--- config.mk ---
export PLATFORM = sky130hd
export DESIGN_NAME = zs_encoder_top
export DESIGN_NICKNAME = d
export VERILOG_FILES = /design/src/rtl/zs_pkg.sv /design/src/rtl/zs_window_enc.sv /design/src/rtl/zs_frame_mem.sv /design/src/rtl/zs_buf_bank.sv /design/src/rtl/zs_serializer.sv /design/src/rtl/zs_encoder_top.sv
export SDC_FILE = /design/constraint.sdc
export NUM_CORES = 2
export LEC_CHECK = 0
export BUFFER_PORTS_ARGS = -buffer_cell sky130_fd_sc_hd__buf_2
export CORE_MARGIN = 2
export CORE_UTILIZATION = 61
export DETAILED_ROUTE_END_ITERATION = 8
export PLACE_DENSITY = 0.79
export SYNTH_ARGS = -nofsm -noshare
export SYNTH_HDL_FRONTEND = slang
export SYNTH_SLANG_ARGS = --single-unit
--- constraint.sdc ---
create_clock -name clk -period 5.4 [get_ports clk]
set_clock_uncertainty 0.05 [all_clocks]
set_input_delay 1.08 -clock clk [delete_from_list [all_inputs] [get_ports clk]]
set_output_delay 1.08 -clock clk [all_outputs]
set_load 0.05 [all_outputs]
--- src/rtl/zs_pkg.sv ---
// Shared word tags for the zero-suppression encoder.
package zs_pkg;
    localparam logic [1:0] TAG_HDR = 2'b01;
    localparam logic [1:0] TAG_REC = 2'b10;
    localparam logic [1:0] TAG_TRL = 2'b11;
endpackage

--- src/rtl/zs_window_enc.sv ---
// Window encoder: counts row pairs, gathers a band of WIN_H rows, then scans
// the band one window per cycle and emits a record for every non-empty window.
// Assumes pairs are at least NWX+2 cycles apart so a scan ends before the next band.
module zs_window_enc #(
    parameter int ROWS  = 8,
    parameter int COLS  = 20,
    parameter int WIN_W = 5,
    parameter int WIN_H = 4,
    parameter int RW    = 3,
    parameter int CW    = 5,
    parameter int DW    = 30
) (
    input  logic            clk,
    input  logic            rst_n,
    input  logic            pair_valid,
    input  logic [COLS-1:0] pix_even,
    input  logic [COLS-1:0] pix_odd,
    output logic            frame_start,
    output logic            rec_valid,
    output logic [DW-1:0]   rec_word,
    output logic            frame_end
);
    import zs_pkg::*;

    localparam int NPAIR = ROWS / 2;
    localparam int PPB   = WIN_H / 2;
    localparam int NWX   = COLS / WIN_W;
    localparam int BANDS = ROWS / WIN_H;
    localparam int PW    = WIN_W * WIN_H;
    localparam int PIW   = (NPAIR > 1) ? $clog2(NPAIR) : 1;
    localparam int XW    = (NWX > 1) ? $clog2(NWX) : 1;
    localparam int BW    = (BANDS > 1) ? $clog2(BANDS) : 1;

    logic [PIW-1:0]                pair_idx;
    logic [WIN_H-1:0][COLS-1:0]    acc, acc_nx, scan;
    logic                          scan_busy;
    logic [XW-1:0]                 scan_wx;
    logic [BW-1:0]                 scan_band;
    logic [PW-1:0]                 pat;
    int                            sub;

    assign sub         = int'(pair_idx) % PPB;
    assign frame_start = pair_valid && (pair_idx == '0);

    // Merge the incoming pair into the band being assembled.
    always_comb begin
        acc_nx = acc;
        if (pair_valid) begin
            acc_nx[2*sub]   = pix_even;
            acc_nx[2*sub+1] = pix_odd;
        end
    end

    // Row-pair counter, band capture and window scan sequencing.
    always_ff @(posedge clk) begin
        if (!rst_n) begin
            pair_idx  <= '0;
            acc       <= '0;
            scan      <= '0;
            scan_busy <= 1'b0;
            scan_wx   <= '0;
            scan_band <= '0;
            frame_end <= 1'b0;
        end else begin
            acc       <= acc_nx;
            frame_end <= 1'b0;
            if (scan_busy) begin
                if (scan_wx == XW'(NWX-1)) begin
                    scan_busy <= 1'b0;
                    if (scan_band == BW'(BANDS-1)) frame_end <= 1'b1;
                end else begin
                    scan_wx <= scan_wx + 1'b1;
                end
            end
            if (pair_valid) begin
                pair_idx <= (pair_idx == PIW'(NPAIR-1)) ? '0 : pair_idx + 1'b1;
                if (sub == PPB-1) begin
                    scan      <= acc_nx;
                    scan_busy <= 1'b1;
                    scan_wx   <= '0;
                    scan_band <= BW'(int'(pair_idx) / PPB);
                end
            end
        end
    end

    // Occupancy pattern of the window under scan.
    always_comb begin
        pat = '0;
        for (int r = 0; r < WIN_H; r++)
            for (int c = 0; c < WIN_W; c++)
                pat[r*WIN_W+c] = scan[r][int'(scan_wx)*WIN_W + c];
    end

    assign rec_valid = scan_busy && (|pat);
    assign rec_word  = {TAG_REC, RW'(int'(scan_band) * WIN_H),
                        CW'(int'(scan_wx) * WIN_W), pat};
endmodule

--- src/rtl/zs_frame_mem.sv ---
// One frame buffer: single write port, asynchronous read port, no reset.
module zs_frame_mem #(
    parameter int DW    = 30,
    parameter int DEPTH = 10,
    parameter int AW    = 4
) (
    input  logic          clk,
    input  logic          we,
    input  logic [AW-1:0] waddr,
    input  logic [DW-1:0] wdata,
    input  logic [AW-1:0] raddr,
    output logic [DW-1:0] rdata
);
    logic [DW-1:0] mem [DEPTH];

    // Store one word.
    always_ff @(posedge clk) begin
        if (we) mem[waddr] <= wdata;
    end

    assign rdata = mem[raddr];
endmodule

--- src/rtl/zs_buf_bank.sv ---
// Buffer bank: writes header, records and trailer of each frame into the next
// of NBUF buffers in rotation, drops frames whose target is still occupied, and
// records per buffer whether readout should transmit it. NBUF is a power of two.
module zs_buf_bank #(
    parameter int DW    = 30,
    parameter int DEPTH = 10,
    parameter int FW    = 8,
    parameter int NBUF  = 4,
    parameter int AW    = 4,
    parameter int CNW   = 4
) (
    input  logic           clk,
    input  logic           rst_n,
    input  logic           mode_trig,
    input  logic           trig,
    input  logic           frame_start,
    input  logic           rec_valid,
    input  logic [DW-1:0]  rec_word,
    input  logic           frame_end,
    input  logic [AW-1:0]  rd_raddr,
    input  logic           rd_release,
    output logic           rd_full,
    output logic           rd_keep,
    output logic [CNW-1:0] rd_cnt,
    output logic [DW-1:0]  rd_word,
    output logic           ovf_flag,
    output logic           tgt_full
);
    import zs_pkg::*;

    localparam int BSW = (NBUF > 1) ? $clog2(NBUF) : 1;

    logic [NBUF-1:0]           full, keep, we_vec;
    logic [NBUF-1:0][CNW-1:0]  cnt;
    logic [NBUF-1:0][DW-1:0]   rdata_arr;
    logic [BSW-1:0]            cur, nxt, rd_sel, wsel;
    logic [AW-1:0]             waddr, wa;
    logic [CNW-1:0]            nrec;
    logic [FW-1:0]             fcnt;
    logic                      wr_on, trig_lat, we_any;
    logic [DW-1:0]             wd;

    generate
        for (genvar g = 0; g < NBUF; g++) begin : g_buf
            zs_frame_mem #(.DW(DW), .DEPTH(DEPTH), .AW(AW)) u_mem (
                .clk(clk), .we(we_vec[g]), .waddr(wa), .wdata(wd),
                .raddr(rd_raddr), .rdata(rdata_arr[g]));
        end
    endgenerate

    // Pick which word, if any, is written this cycle and where.
    always_comb begin
        we_any = 1'b0;
        wsel   = cur;
        wa     = waddr;
        wd     = rec_word;
        if (frame_start) begin
            if (!full[nxt]) begin
                we_any = 1'b1;
                wsel   = nxt;
                wa     = '0;
                wd     = {TAG_HDR, {(DW-2-FW){1'b0}}, fcnt};
            end
        end else if (frame_end && wr_on) begin
            we_any = 1'b1;
            wd     = {TAG_TRL, {(DW-2-CNW){1'b0}}, nrec};
        end else if (rec_valid && wr_on) begin
            we_any = 1'b1;
        end
        we_vec = '0;
        if (we_any) we_vec[wsel] = 1'b1;
    end

    // Frame bookkeeping on the write side, buffer release on the read side.
    always_ff @(posedge clk) begin
        if (!rst_n) begin
            full     <= '0;
            keep     <= '0;
            cnt      <= '0;
            cur      <= '0;
            nxt      <= '0;
            rd_sel   <= '0;
            waddr    <= '0;
            nrec     <= '0;
            fcnt     <= '0;
            wr_on    <= 1'b0;
            trig_lat <= 1'b0;
            ovf_flag <= 1'b0;
        end else begin
            trig_lat <= frame_start ? trig : (trig_lat | trig);
            if (frame_start) begin
                fcnt <= fcnt + 1'b1;
                if (!full[nxt]) begin
                    cur   <= nxt;
                    nxt   <= nxt + 1'b1;
                    waddr <= AW'(1);
                    nrec  <= '0;
                    wr_on <= 1'b1;
                end else begin
                    ovf_flag <= 1'b1;
                    wr_on    <= 1'b0;
                end
            end else if (frame_end && wr_on) begin
                full[cur] <= 1'b1;
                cnt[cur]  <= CNW'(waddr) + 1'b1;
                keep[cur] <= !mode_trig || trig_lat || trig;
                wr_on     <= 1'b0;
            end else if (rec_valid && wr_on) begin
                waddr <= waddr + 1'b1;
                nrec  <= nrec + 1'b1;
            end
            if (rd_release) begin
                full[rd_sel] <= 1'b0;
                rd_sel       <= rd_sel + 1'b1;
            end
        end
    end

    assign rd_full  = full[rd_sel];
    assign rd_keep  = keep[rd_sel];
    assign rd_cnt   = cnt[rd_sel];
    assign rd_word  = rdata_arr[rd_sel];
    assign tgt_full = full[nxt];
endmodule

--- src/rtl/zs_serializer.sv ---
// Readout engine: drains the current buffer word by word, MSB first, LANES bits
// per cycle; frees buffers not marked for transmission without output.
// Assumes DW is a multiple of LANES.
module zs_serializer #(
    parameter int DW    = 30,
    parameter int LANES = 1,
    parameter int AW    = 4,
    parameter int CNW   = 4
) (
    input  logic             clk,
    input  logic             rst_n,
    input  logic             rd_full,
    input  logic             rd_keep,
    input  logic [CNW-1:0]   rd_cnt,
    input  logic [DW-1:0]    rd_word,
    output logic [AW-1:0]    rd_raddr,
    output logic             rd_release,
    output logic [LANES-1:0] ser_data,
    output logic             ser_valid,
    output logic             ser_sof
);
    localparam int STEPS = DW / LANES;
    localparam int SW    = (STEPS > 1) ? $clog2(STEPS) : 1;

    logic            busy, first;
    logic [DW-1:0]   shreg;
    logic [SW-1:0]   step;
    logic [CNW-1:0]  raddr;
    logic            last_step;

    assign last_step  = busy && (step == '0);
    assign rd_raddr   = busy ? AW'(raddr) : '0;
    assign rd_release = (!busy && rd_full && !rd_keep) ||
                        (last_step && (raddr >= rd_cnt));

    // Word fetch and shift sequencing.
    always_ff @(posedge clk) begin
        if (!rst_n) begin
            busy  <= 1'b0;
            first <= 1'b0;
            shreg <= '0;
            step  <= '0;
            raddr <= '0;
        end else if (!busy) begin
            if (rd_full && rd_keep) begin
                shreg <= rd_word;
                raddr <= CNW'(1);
                step  <= SW'(STEPS-1);
                busy  <= 1'b1;
                first <= 1'b1;
            end
        end else begin
            first <= 1'b0;
            if (step == '0) begin
                if (raddr < rd_cnt) begin
                    shreg <= rd_word;
                    raddr <= raddr + 1'b1;
                    step  <= SW'(STEPS-1);
                end else begin
                    busy <= 1'b0;
                end
            end else begin
                shreg <= shreg << LANES;
                step  <= step - 1'b1;
            end
        end
    end

    assign ser_data  = shreg[DW-1 -: LANES];
    assign ser_valid = busy;
    assign ser_sof   = busy && first;
endmodule

--- src/rtl/zs_encoder_top.sv ---
// Top of the zero-suppression encoder: window encoder, four-buffer bank and
// serial readout. Pairs must be spaced at least COLS/WIN_W+2 cycles apart;
// ROWS a multiple of WIN_H, COLS a multiple of WIN_W, WIN_H even.
module zs_encoder_top #(
    parameter int ROWS  = 8,
    parameter int COLS  = 20,
    parameter int WIN_W = 5,
    parameter int WIN_H = 4,
    parameter int FW    = 8,
    parameter int LANES = 1,
    parameter int NBUF  = 4
) (
    input  logic             clk,
    input  logic             rst_n,
    input  logic             mode_trig,
    input  logic             trig,
    input  logic             pair_valid,
    input  logic [COLS-1:0]  pix_even,
    input  logic [COLS-1:0]  pix_odd,
    output logic [LANES-1:0] ser_data,
    output logic             ser_valid,
    output logic             ser_sof,
    output logic             ovf_flag
);
    localparam int RW    = $clog2(ROWS);
    localparam int CW    = $clog2(COLS);
    localparam int PW    = WIN_W * WIN_H;
    localparam int DW    = 2 + RW + CW + PW;
    localparam int DEPTH = 2 + (ROWS / WIN_H) * (COLS / WIN_W);
    localparam int AW    = $clog2(DEPTH);
    localparam int CNW   = $clog2(DEPTH + 1);

    logic             frm_start, frm_end, rec_v, tgt_full;
    logic [DW-1:0]    rec_w, rd_word;
    logic [AW-1:0]    rd_raddr;
    logic             rd_release, rd_full, rd_keep;
    logic [CNW-1:0]   rd_cnt;

    zs_window_enc #(.ROWS(ROWS), .COLS(COLS), .WIN_W(WIN_W), .WIN_H(WIN_H),
                    .RW(RW), .CW(CW), .DW(DW)) u_enc (
        .clk(clk), .rst_n(rst_n), .pair_valid(pair_valid),
        .pix_even(pix_even), .pix_odd(pix_odd), .frame_start(frm_start),
        .rec_valid(rec_v), .rec_word(rec_w), .frame_end(frm_end));

    zs_buf_bank #(.DW(DW), .DEPTH(DEPTH), .FW(FW), .NBUF(NBUF),
                  .AW(AW), .CNW(CNW)) u_bank (
        .clk(clk), .rst_n(rst_n), .mode_trig(mode_trig), .trig(trig),
        .frame_start(frm_start), .rec_valid(rec_v), .rec_word(rec_w),
        .frame_end(frm_end), .rd_raddr(rd_raddr), .rd_release(rd_release),
        .rd_full(rd_full), .rd_keep(rd_keep), .rd_cnt(rd_cnt),
        .rd_word(rd_word), .ovf_flag(ovf_flag), .tgt_full(tgt_full));

    zs_serializer #(.DW(DW), .LANES(LANES), .AW(AW), .CNW(CNW)) u_ser (
        .clk(clk), .rst_n(rst_n), .rd_full(rd_full), .rd_keep(rd_keep),
        .rd_cnt(rd_cnt), .rd_word(rd_word), .rd_raddr(rd_raddr),
        .rd_release(rd_release), .ser_data(ser_data),
        .ser_valid(ser_valid), .ser_sof(ser_sof));
endmodule

## Word level (Yosys, flattened, before mapping)

Memory sizes are Yosys's and may differ from the RTL's.
Index checks and enable logic that the tools add are counted.

| cells by class | value |
|---|---|
| bitwise gates (word level) | 7 |
| divide/modulo/power cells | 0 |
| multiplexer cells | 149 |
| reduce and logical (&&, ||, !) cells | 36 |
| shift-type cells | 0 |
| $lt $le $gt $ge | 18 |
| equal/unequal tests | 7 |
| add/subtract/negate cells | 14 |
| multipliers | 1 |

Operators with widths:

| operator | number |
|---|---|
| 30-bit 2-to-1 mux | 7 |
| 80-bit bitwise mux | 2 |
| 32-bit by 7-bit < comparator with 1-bit output (second input constant) | 5 |
| 1-bit binary-select mux with 5-bit select | 20 |
| 4-bit 2-to-1 mux | 22 |
| 80-bit 2-to-1 mux | 1 |
| 1-bit 2-to-1 mux | 70 |
| 32-bit by 3-bit adder with 32-bit output (second input constant) | 2 |
| 30-bit binary-select mux with 2-bit select | 1 |
| 20-bit demux with 2-bit select | 1 |
| 20-bit 2-to-1 mux | 2 |
| 32-bit by 2-bit adder with 32-bit output (second input constant) | 1 |
| 32-bit by 4-bit adder with 32-bit output (second input constant) | 1 |
| 32-bit by 1-bit greater-or-equal comparator with 1-bit output (second input constant) | 1 |
| 32-bit by 4-bit < comparator with 1-bit output (second input constant) | 1 |
| 29-bit 2-to-1 mux | 1 |
| 20-bit demux with 1-bit select | 1 |
| 5-bit 2-to-1 mux | 4 |
| 20-bit OR reduction | 1 |
| 16-bit bitwise mux | 1 |
| 1-bit logical AND | 15 |
| 2-bit by 3-bit < comparator with 1-bit output (second input constant) | 5 |
| 2-bit 2-to-1 mux | 7 |
| 4-bit by 1-bit adder with 4-bit output (second input constant) | 3 |
| 30 further kinds | 57 |

| storage, ports and cells | value |
|---|---|
| register bits after elaboration | 257 |
| bits in read-only memories | 0 |
| RAM bits | 1200 |
| memories | 4 |
| output and inout port bits | 4 |
| latch bits | 0 |
| word-level logic and storage cells | 269 |

Memories:

| memory | depth | bits a word | read ports | clocked after Yosys merged registers in | wr ports | line | source |
|---|---|---|---|---|---|---|---|
| u_bank.g_buf[0].u_mem.mem | 10 | 30 | 1 | 0 | 1 | zs_frame_mem.sv:14 | `logic [DW-1:0] mem [DEPTH];` |
| u_bank.g_buf[1].u_mem.mem | 10 | 30 | 1 | 0 | 1 | zs_frame_mem.sv:14 |  |
| u_bank.g_buf[2].u_mem.mem | 10 | 30 | 1 | 0 | 1 | zs_frame_mem.sv:14 |  |
| u_bank.g_buf[3].u_mem.mem | 10 | 30 | 1 | 0 | 1 | zs_frame_mem.sv:14 |  |

## Logic depth before layout (Yosys ltp)

| logic depth | value |
|---|---|
| word-level depth | 14 |
| gate-level depth with buffers | 17 |
| mapped depth without buffers | 11 |

## By module

Synthesis repeated with hierarchy kept, for this count alone.

| unflattened totals | value |
|---|---|
| cells, all modules | 3843 |
| area total of the unflattened synthesis | 59812.4 sq um |

Modules (own cells, without submodules):

| module | seq. area each (sq um) | cells an instance | area each (sq um) | times used |
|---|---|---|---|---|
| zs_frame_mem | 9008.6 | 626 | 11826.3 | 4 |
| zs_window_enc | 2542.4 | 800 | 7146.9 | 1 |
| zs_buf_bank | 980.9 | 319 | 3211.8 | 1 |
| zs_serializer | 820.8 | 220 | 2148.3 | 1 |

## Worst setup path after synthesis

No wires, ideal clock.

| path | value |
|---|---|
| path type | register -> register |
| start point | reg u_enc.scan_wx[0] |
| end point | mem u_bank.g_buf[3].u_mem.mem[5][0] (enable) |
| stages on the path, launching flop included | 16 |
| setup time | 0.415 ns |
| buffers on the path | 5 |
| clock period less this slack | 4.731 ns |
| setup slack | 0.669 ns |
| data arrival time | 4.265 ns |
| cell sequence | dfxtp_1 buf_4 buf_2 inv_2 ha_1 buf_2 buf_2 or2_2 o221ai_1 o21ai_0 a32o_1 nand4_1 o31ai_4 buf_6 a21o_1 a21oi_1 |

| on the way | value |
|---|---|
| cells in the longest elaborated chain, start to end | 14 |
| elaborated cells on any way between the ends | 74 |
| those cells by class | add/sub: 4; mul: 1; mux: 66; reduce/logical: 3 |

Ends and longest elaborated chain:

| what | line | source |
|---|---|---|
| from (decl) | zs_window_enc.sv:37 | `logic [XW-1:0] scan_wx;` |
| from (signal assigned) | zs_window_enc.sv:72 | `scan_wx <= scan_wx + 1'b1;` |
| 2-bit by 3-bit multiplier with 5-bit output (*) | zs_window_enc.sv:92 | `pat[r*WIN_W+c] = scan[r][int'(scan_wx)*WIN_W + c];` |
| 32-bit by 2-bit adder with 32-bit output (tied with other cells) | zs_window_enc.sv:92 |  |
| 1-bit binary-select mux with 5-bit select | zs_window_enc.sv:92 |  |
| 1-bit 2-to-1 mux (not written as such) (2 in series) | zs_window_enc.sv:92 |  |
| 20-bit OR reduction (*) | zs_window_enc.sv:95 | `assign rec_valid = scan_busy && (\|pat);` |
| 1-bit logical AND (*) | zs_window_enc.sv:95 |  |
| 1-bit logical AND (*) | zs_buf_bank.sv:67 | `end else if (rec_valid && wr_on) begin` |
| 1-bit 2-to-1 mux (*) | zs_buf_bank.sv:67 |  |
| 1-bit 2-to-1 mux (*) | zs_buf_bank.sv:64 | `end else if (frame_end && wr_on) begin` |
| 1-bit 2-to-1 mux (*) | zs_buf_bank.sv:57 | `if (frame_start) begin` |
| 4-bit 2-to-1 mux (*) | zs_buf_bank.sv:71 | `if (we_any) we_vec[wsel] = 1'b1;` |
| 1-bit 2-to-1 mux (*) | zs_frame_mem.sv:18 | `if (we) mem[waddr] <= wdata;` |
| 1-bit 2-to-1 mux (not written as such) (*) | zs_frame_mem.sv:18 |  |
| to (decl) | zs_frame_mem.sv:14 |  |

Every way passes the cells marked *; elsewhere a longest branch is shown, timed or not. The select of a mux whose other input is x is not followed.

## Worst setup path after layout

| path | value |
|---|---|
| start point | reg u_enc.scan_wx[1] |
| end point | mem u_bank.g_buf[1].u_mem.mem[0][14] (enable) |

| on the way | value |
|---|---|
| cells in the longest elaborated chain, start to end | 14 |
| elaborated cells on any way between the ends | 74 |
| those cells by class | add/sub: 4; mul: 1; mux: 66; reduce/logical: 3 |

Ends and longest elaborated chain:

| what | line |
|---|---|
| 2-bit by 3-bit multiplier with 5-bit output (*) | zs_window_enc.sv:92 |
| 32-bit by 2-bit adder with 32-bit output (tied with other cells) | zs_window_enc.sv:92 |
| 1-bit binary-select mux with 5-bit select | zs_window_enc.sv:92 |
| 1-bit 2-to-1 mux (not written as such) (2 in series) | zs_window_enc.sv:92 |
| 20-bit OR reduction (*) | zs_window_enc.sv:95 |
| 1-bit logical AND (*) | zs_window_enc.sv:95 |
| 1-bit logical AND (*) | zs_buf_bank.sv:67 |
| 1-bit 2-to-1 mux (*) | zs_buf_bank.sv:67 |
| 1-bit 2-to-1 mux (*) | zs_buf_bank.sv:64 |
| 1-bit 2-to-1 mux (*) | zs_buf_bank.sv:57 |
| 4-bit 2-to-1 mux (*) | zs_buf_bank.sv:71 |
| 1-bit 2-to-1 mux (*) | zs_frame_mem.sv:18 |
| 1-bit 2-to-1 mux (not written as such) (*) | zs_frame_mem.sv:18 |
| to (decl) | zs_frame_mem.sv:14 |

Marked as above.

==> results.sh <==
export IMPL_outcome="finished clean"
export IMPL_yosys_cell_count_top_type="sky130_fd_sc_hd__edfxtp_1"
export IMPL_grt_max_degree=124
export IMPL_floorplan_initialDensity_pct=61.8
export IMPL_design_area_mm2=0.0562
export IMPL_overflow=0
export IMPL_number_of_enable_type_register_cells_in_the_synthesized_netlist=1000
export IMPL_hold_viol=0
export IMPL_ys_seq_elements=1217
export IMPL_synth_top_area_share_pct=59.0
export IMPL_power_switching_fraction_pct=21.1
export IMPL_synth_net_count=3757
export IMPL_port_buffers=48
export IMPL_power_frac_comb_pct=3.8
export IMPL_clk_path_buf_depth=3
export IMPL_synth_yosys_seq_area_share_pct=67.5
export IMPL_clk_network_pwr_share_pct=41.9
export IMPL_dp_hpwl_mm=76.2
export IMPL_fin_tns_setup_ps=0
export IMPL_design_final_nets=3726
export IMPL_clk_transition_reported_paths_ps=70
export IMPL_timing_worst_slew_pin_value_ps=1280
export IMPL_design_portCount=49
export IMPL_grt_pass1_vias=31272
export IMPL_timing_hold_worst_start="u_enc.acc[22]"
export IMPL_power_per_cell_area_mw_per_mm2=338
export IMPL_setup_worst_path_start_class="flop"
export IMPL_routed_wire_length_per_instance_um=26.8
export IMPL_crit_arrival_ps=5250
export IMPL_synth_distinct_cells=70
export IMPL_gr_usage_all_layers_pct=29.9
export IMPL_share_of_post_route_cells_with_drive_strength_above_1_pct=15.8
export IMPL_area_delta_synth_final_pct=10.4
export IMPL_detailroute_via_count=32365
export IMPL_detail_route_drc_violations=0
export IMPL_vertical_die_dimension_um=293
export IMPL_critical_path_max_fanout=25
export IMPL_clkLatencyLatePin_ps=690
export IMPL_timing_final_max_slew_violations=0
export IMPL_post_cts_setup_buffer_count=0
export IMPL_critical_path_max_stage_delay_ps=740
export IMPL_synth_cells=3692
export IMPL_synth_warning_count=0
export IMPL_antenna_found_initial=4
export IMPL_fp_dieW_um=293
export IMPL_fill_cells=5410
export IMPL_post_dp_cell_area_mm2=0.0524
export IMPL_total_switching_power_uw=4020
export IMPL_gpl_final_weighted_congestion=0.951
export IMPL_detail_route_wirelength_mm=130
export IMPL_vias_per_cell=6.70
export IMPL_synthesis_area_per_instance_um2=13.8
export IMPL_fp_row_count=105
export IMPL_period_needed_ps=4970
export IMPL_worst_ep_required_time_ps=5680
export IMPL_power_static_leakage_uw=0.0183
export IMPL_cts_resized_gates=0
export IMPL_drt_pass1_iter_count=8
export IMPL_cts_hold_buf=0
export IMPL_report_final_setup_viol=0
export IMPL_power_share_sequential_pct=54.2
export IMPL_cts_root_buffer_cell="sky130_fd_sc_hd__clkbuf_16"
export IMPL_fp_coreArea_mm2=0.0824
export IMPL_max_vdd_ir_drop_v=0.000290
export IMPL_ys_dominant_reg_cell="sky130_fd_sc_hd__edfxtp_1"
export IMPL_synth_top_cells_by_count="1,000 x sky130_fd_sc_hd__edfxtp_1, 475 x sky130_fd_sc_hd__nand2_1, 268 x sky130_fd_sc_hd__a21oi_1"
export IMPL_hold_path_class="flop to flop"
export IMPL_worstSetupPathType="flop to flop"
export IMPL_cp_startpoint="u_enc.scan_wx[1]"
export IMPL_final_util_pct=68.2
export IMPL_cp_cell_sequence="inv_1 -> ha_1 -> buf_4 -> nor2b_1 -> a22oi_1 -> a31oi_1 -> and3b_1 -> nand4_1 -> o31ai_4 -> and3_1 -> nor2_4"
export IMPL_cts_sinks=1217
export IMPL_unrepaired_setup_endpoints_after_global_routing="false"
export IMPL_drt_iter0_markers=4597
export IMPL_timing_final_crit_share_pct=92.0
export IMPL_dieArea_mm2=0.0858
export IMPL_post_synth_instance_area_mm2=0.0509
export IMPL_power_report_internal_total_uw=15000
export IMPL_cp_endpoint_kind="flop"
export IMPL_final_antenna_net_count=0
export IMPL_tritoncts_buffers=114
export IMPL_yosys_area_top_type="sky130_fd_sc_hd__edfxtp_1"
export IMPL_critical_path_slowest_cell="sky130_fd_sc_hd__and3_1"
export IMPL_ctsHtreeMaxLevel=3
export IMPL_tritoncts="done"
export IMPL_postSynth_asyncResetShare_pct=0
export IMPL_timing_rr_start="u_enc.scan_wx[1]"
export IMPL_timing_max_cap_violations=0
export IMPL_maxSlewHeadroom_pct=14.5
export IMPL_synth_area_leaders="sky130_fd_sc_hd__edfxtp_1 59%, sky130_fd_sc_hd__dfxtp_1 8.5%, sky130_fd_sc_hd__mux2i_1 4.9%"
export IMPL_grt_pass1_wl_mm=193
export IMPL_fmax_mhz=201
layout make-up:
| type | instances | area [µm²] | area share, % |
|---|---|---|---|
| inverter | 20 | 85.1 | 0.151 |
| timing repair buffer | 126 | 926 | 1.65 |
| clock inverter | 71 | 654 | 1.17 |
| clock buffer | 143 | 3050 | 5.44 |
| antenna | 1 | 2.50 | 0.00446 |
| tap | 1070 | 1340 | 2.38 |
| sequential | 1217 | 34400 | 61.2 |
| multi-input combinational | 2182 | 15700 | 28.0 |
metal layers:
metal	wire [µm]	vias to the layer above	part of all wire [%]	track usage, %
met4	4860	0	3.8	11.5
met1	49800	16009	38	41.8
met3	14400	295	11	6.38
li1	-	14086	-	-
met2	60500	1975	47	46.6
met5	0	-	0	0
metrics by stage:
| step | hold slack [ps] | cells | total power (µW) | setup WS (ps) |
|---|---|---|---|---|
| after floorplan | 382 | 3692 | 10900 | 669 |
| after global placement | 386 | 4615 | 11200 | 605 |
| after detailed placement | 393 | 4615 | 11200 | 519 |
| after CTS | 401 | 4829 | 19000 | 510 |
| after global routing | 413 | 4829 | 19500 | 212 |
| final | 400 | 4830 | 19000 | 432 |
critical path, delay by kind of cell, from the launching register on:
kind | cells | cell delay (ps)
DFF | 1 | 340
adders and majority gates | 1 | 730
AOI/OAI and AO/OA | 3 | 1120
buffers and inverters | 2 | 500
and+or+nand+nor | 5 | 1820
cell usage in the layout, fill, tap and decap left out, types with 34 or more instances in the layout:
master / instances
sky130_fd_sc_hd__edfxtp_1: 1000
sky130_fd_sc_hd__nand2_1: 471
sky130_fd_sc_hd__a21oi_1: 254
sky130_fd_sc_hd__mux2i_1: 248
sky130_fd_sc_hd__dfxtp_1: 210
sky130_fd_sc_hd__nor2_1: 160
sky130_fd_sc_hd__o21ai_0: 126
sky130_fd_sc_hd__clkbuf_16: 116
sky130_fd_sc_hd__a211oi_1: 111
sky130_fd_sc_hd__mux2_2: 110
sky130_fd_sc_hd__o22ai_1: 110
sky130_fd_sc_hd__mux4_2: 101
sky130_fd_sc_hd__a22oi_1: 70
sky130_fd_sc_hd__buf_4: 70
sky130_fd_sc_hd__nand3_1: 60
sky130_fd_sc_hd__buf_2: 48
sky130_fd_sc_hd__and2_1: 47
sky130_fd_sc_hd__a311oi_1: 34
registers in the layout (all words and copies together) (netlist names), 2 cells and up:
register,flops
u_bank.waddr,4
u_bank.fcnt,8
u_bank.nxt,2
u_bank.cur,2
u_bank.nrec,4
u_ser.raddr,4
u_bank.full,4
u_bank.cnt,16
u_enc.pair_idx,2
u_enc.scan_wx,2
u_enc.scan,80
u_bank.g_buf.u_mem.mem,1000
u_ser.shreg,30
u_bank.keep,4
u_enc.acc,40
u_bank.rd_sel,2
u_ser.step,5
cell families (layout without fill, tap and decap cells):
logic type	after synthesis	count (layout)	synth area share, %
flip-flops	1217	1217	67.5
XOR/XNOR	12	12	0.207
adder cells (fa/ha/maj)	20	20	0.492
multiplexers	461	461	11.8
other	0	1	0
buffers and inverters	293	360	2.55
AND/OR/NAND/NOR	864	864	7.26
AO/OA/AOI/OAI	825	825	10.1
path summary, 6_finish.rpt:
check / to / slack [ps] / cells after the start
max: u_bank.g_buf[1].u_mem.mem[0][14] / 430 / 11
min: u_enc.scan[22] / 400 / 2
max reg2reg: u_bank.g_buf[1].u_mem.mem[0][14] / 430 / 11
min reg2reg: u_enc.scan[22] / 400 / 2
power groups by stage:
stage / Clock, µW / Sequential (µW) / Combinational [µW]
floorplan: 0 / 10500 / 435
global placement: 0 / 10500 / 691
detailed placement: 0 / 10500 / 708
CTS: 8010 / 10300 / 712
global route: 8370 / 10300 / 775
finish: 7970 / 10300 / 728
No activity file was read; power rests on OpenSTA's default activity.
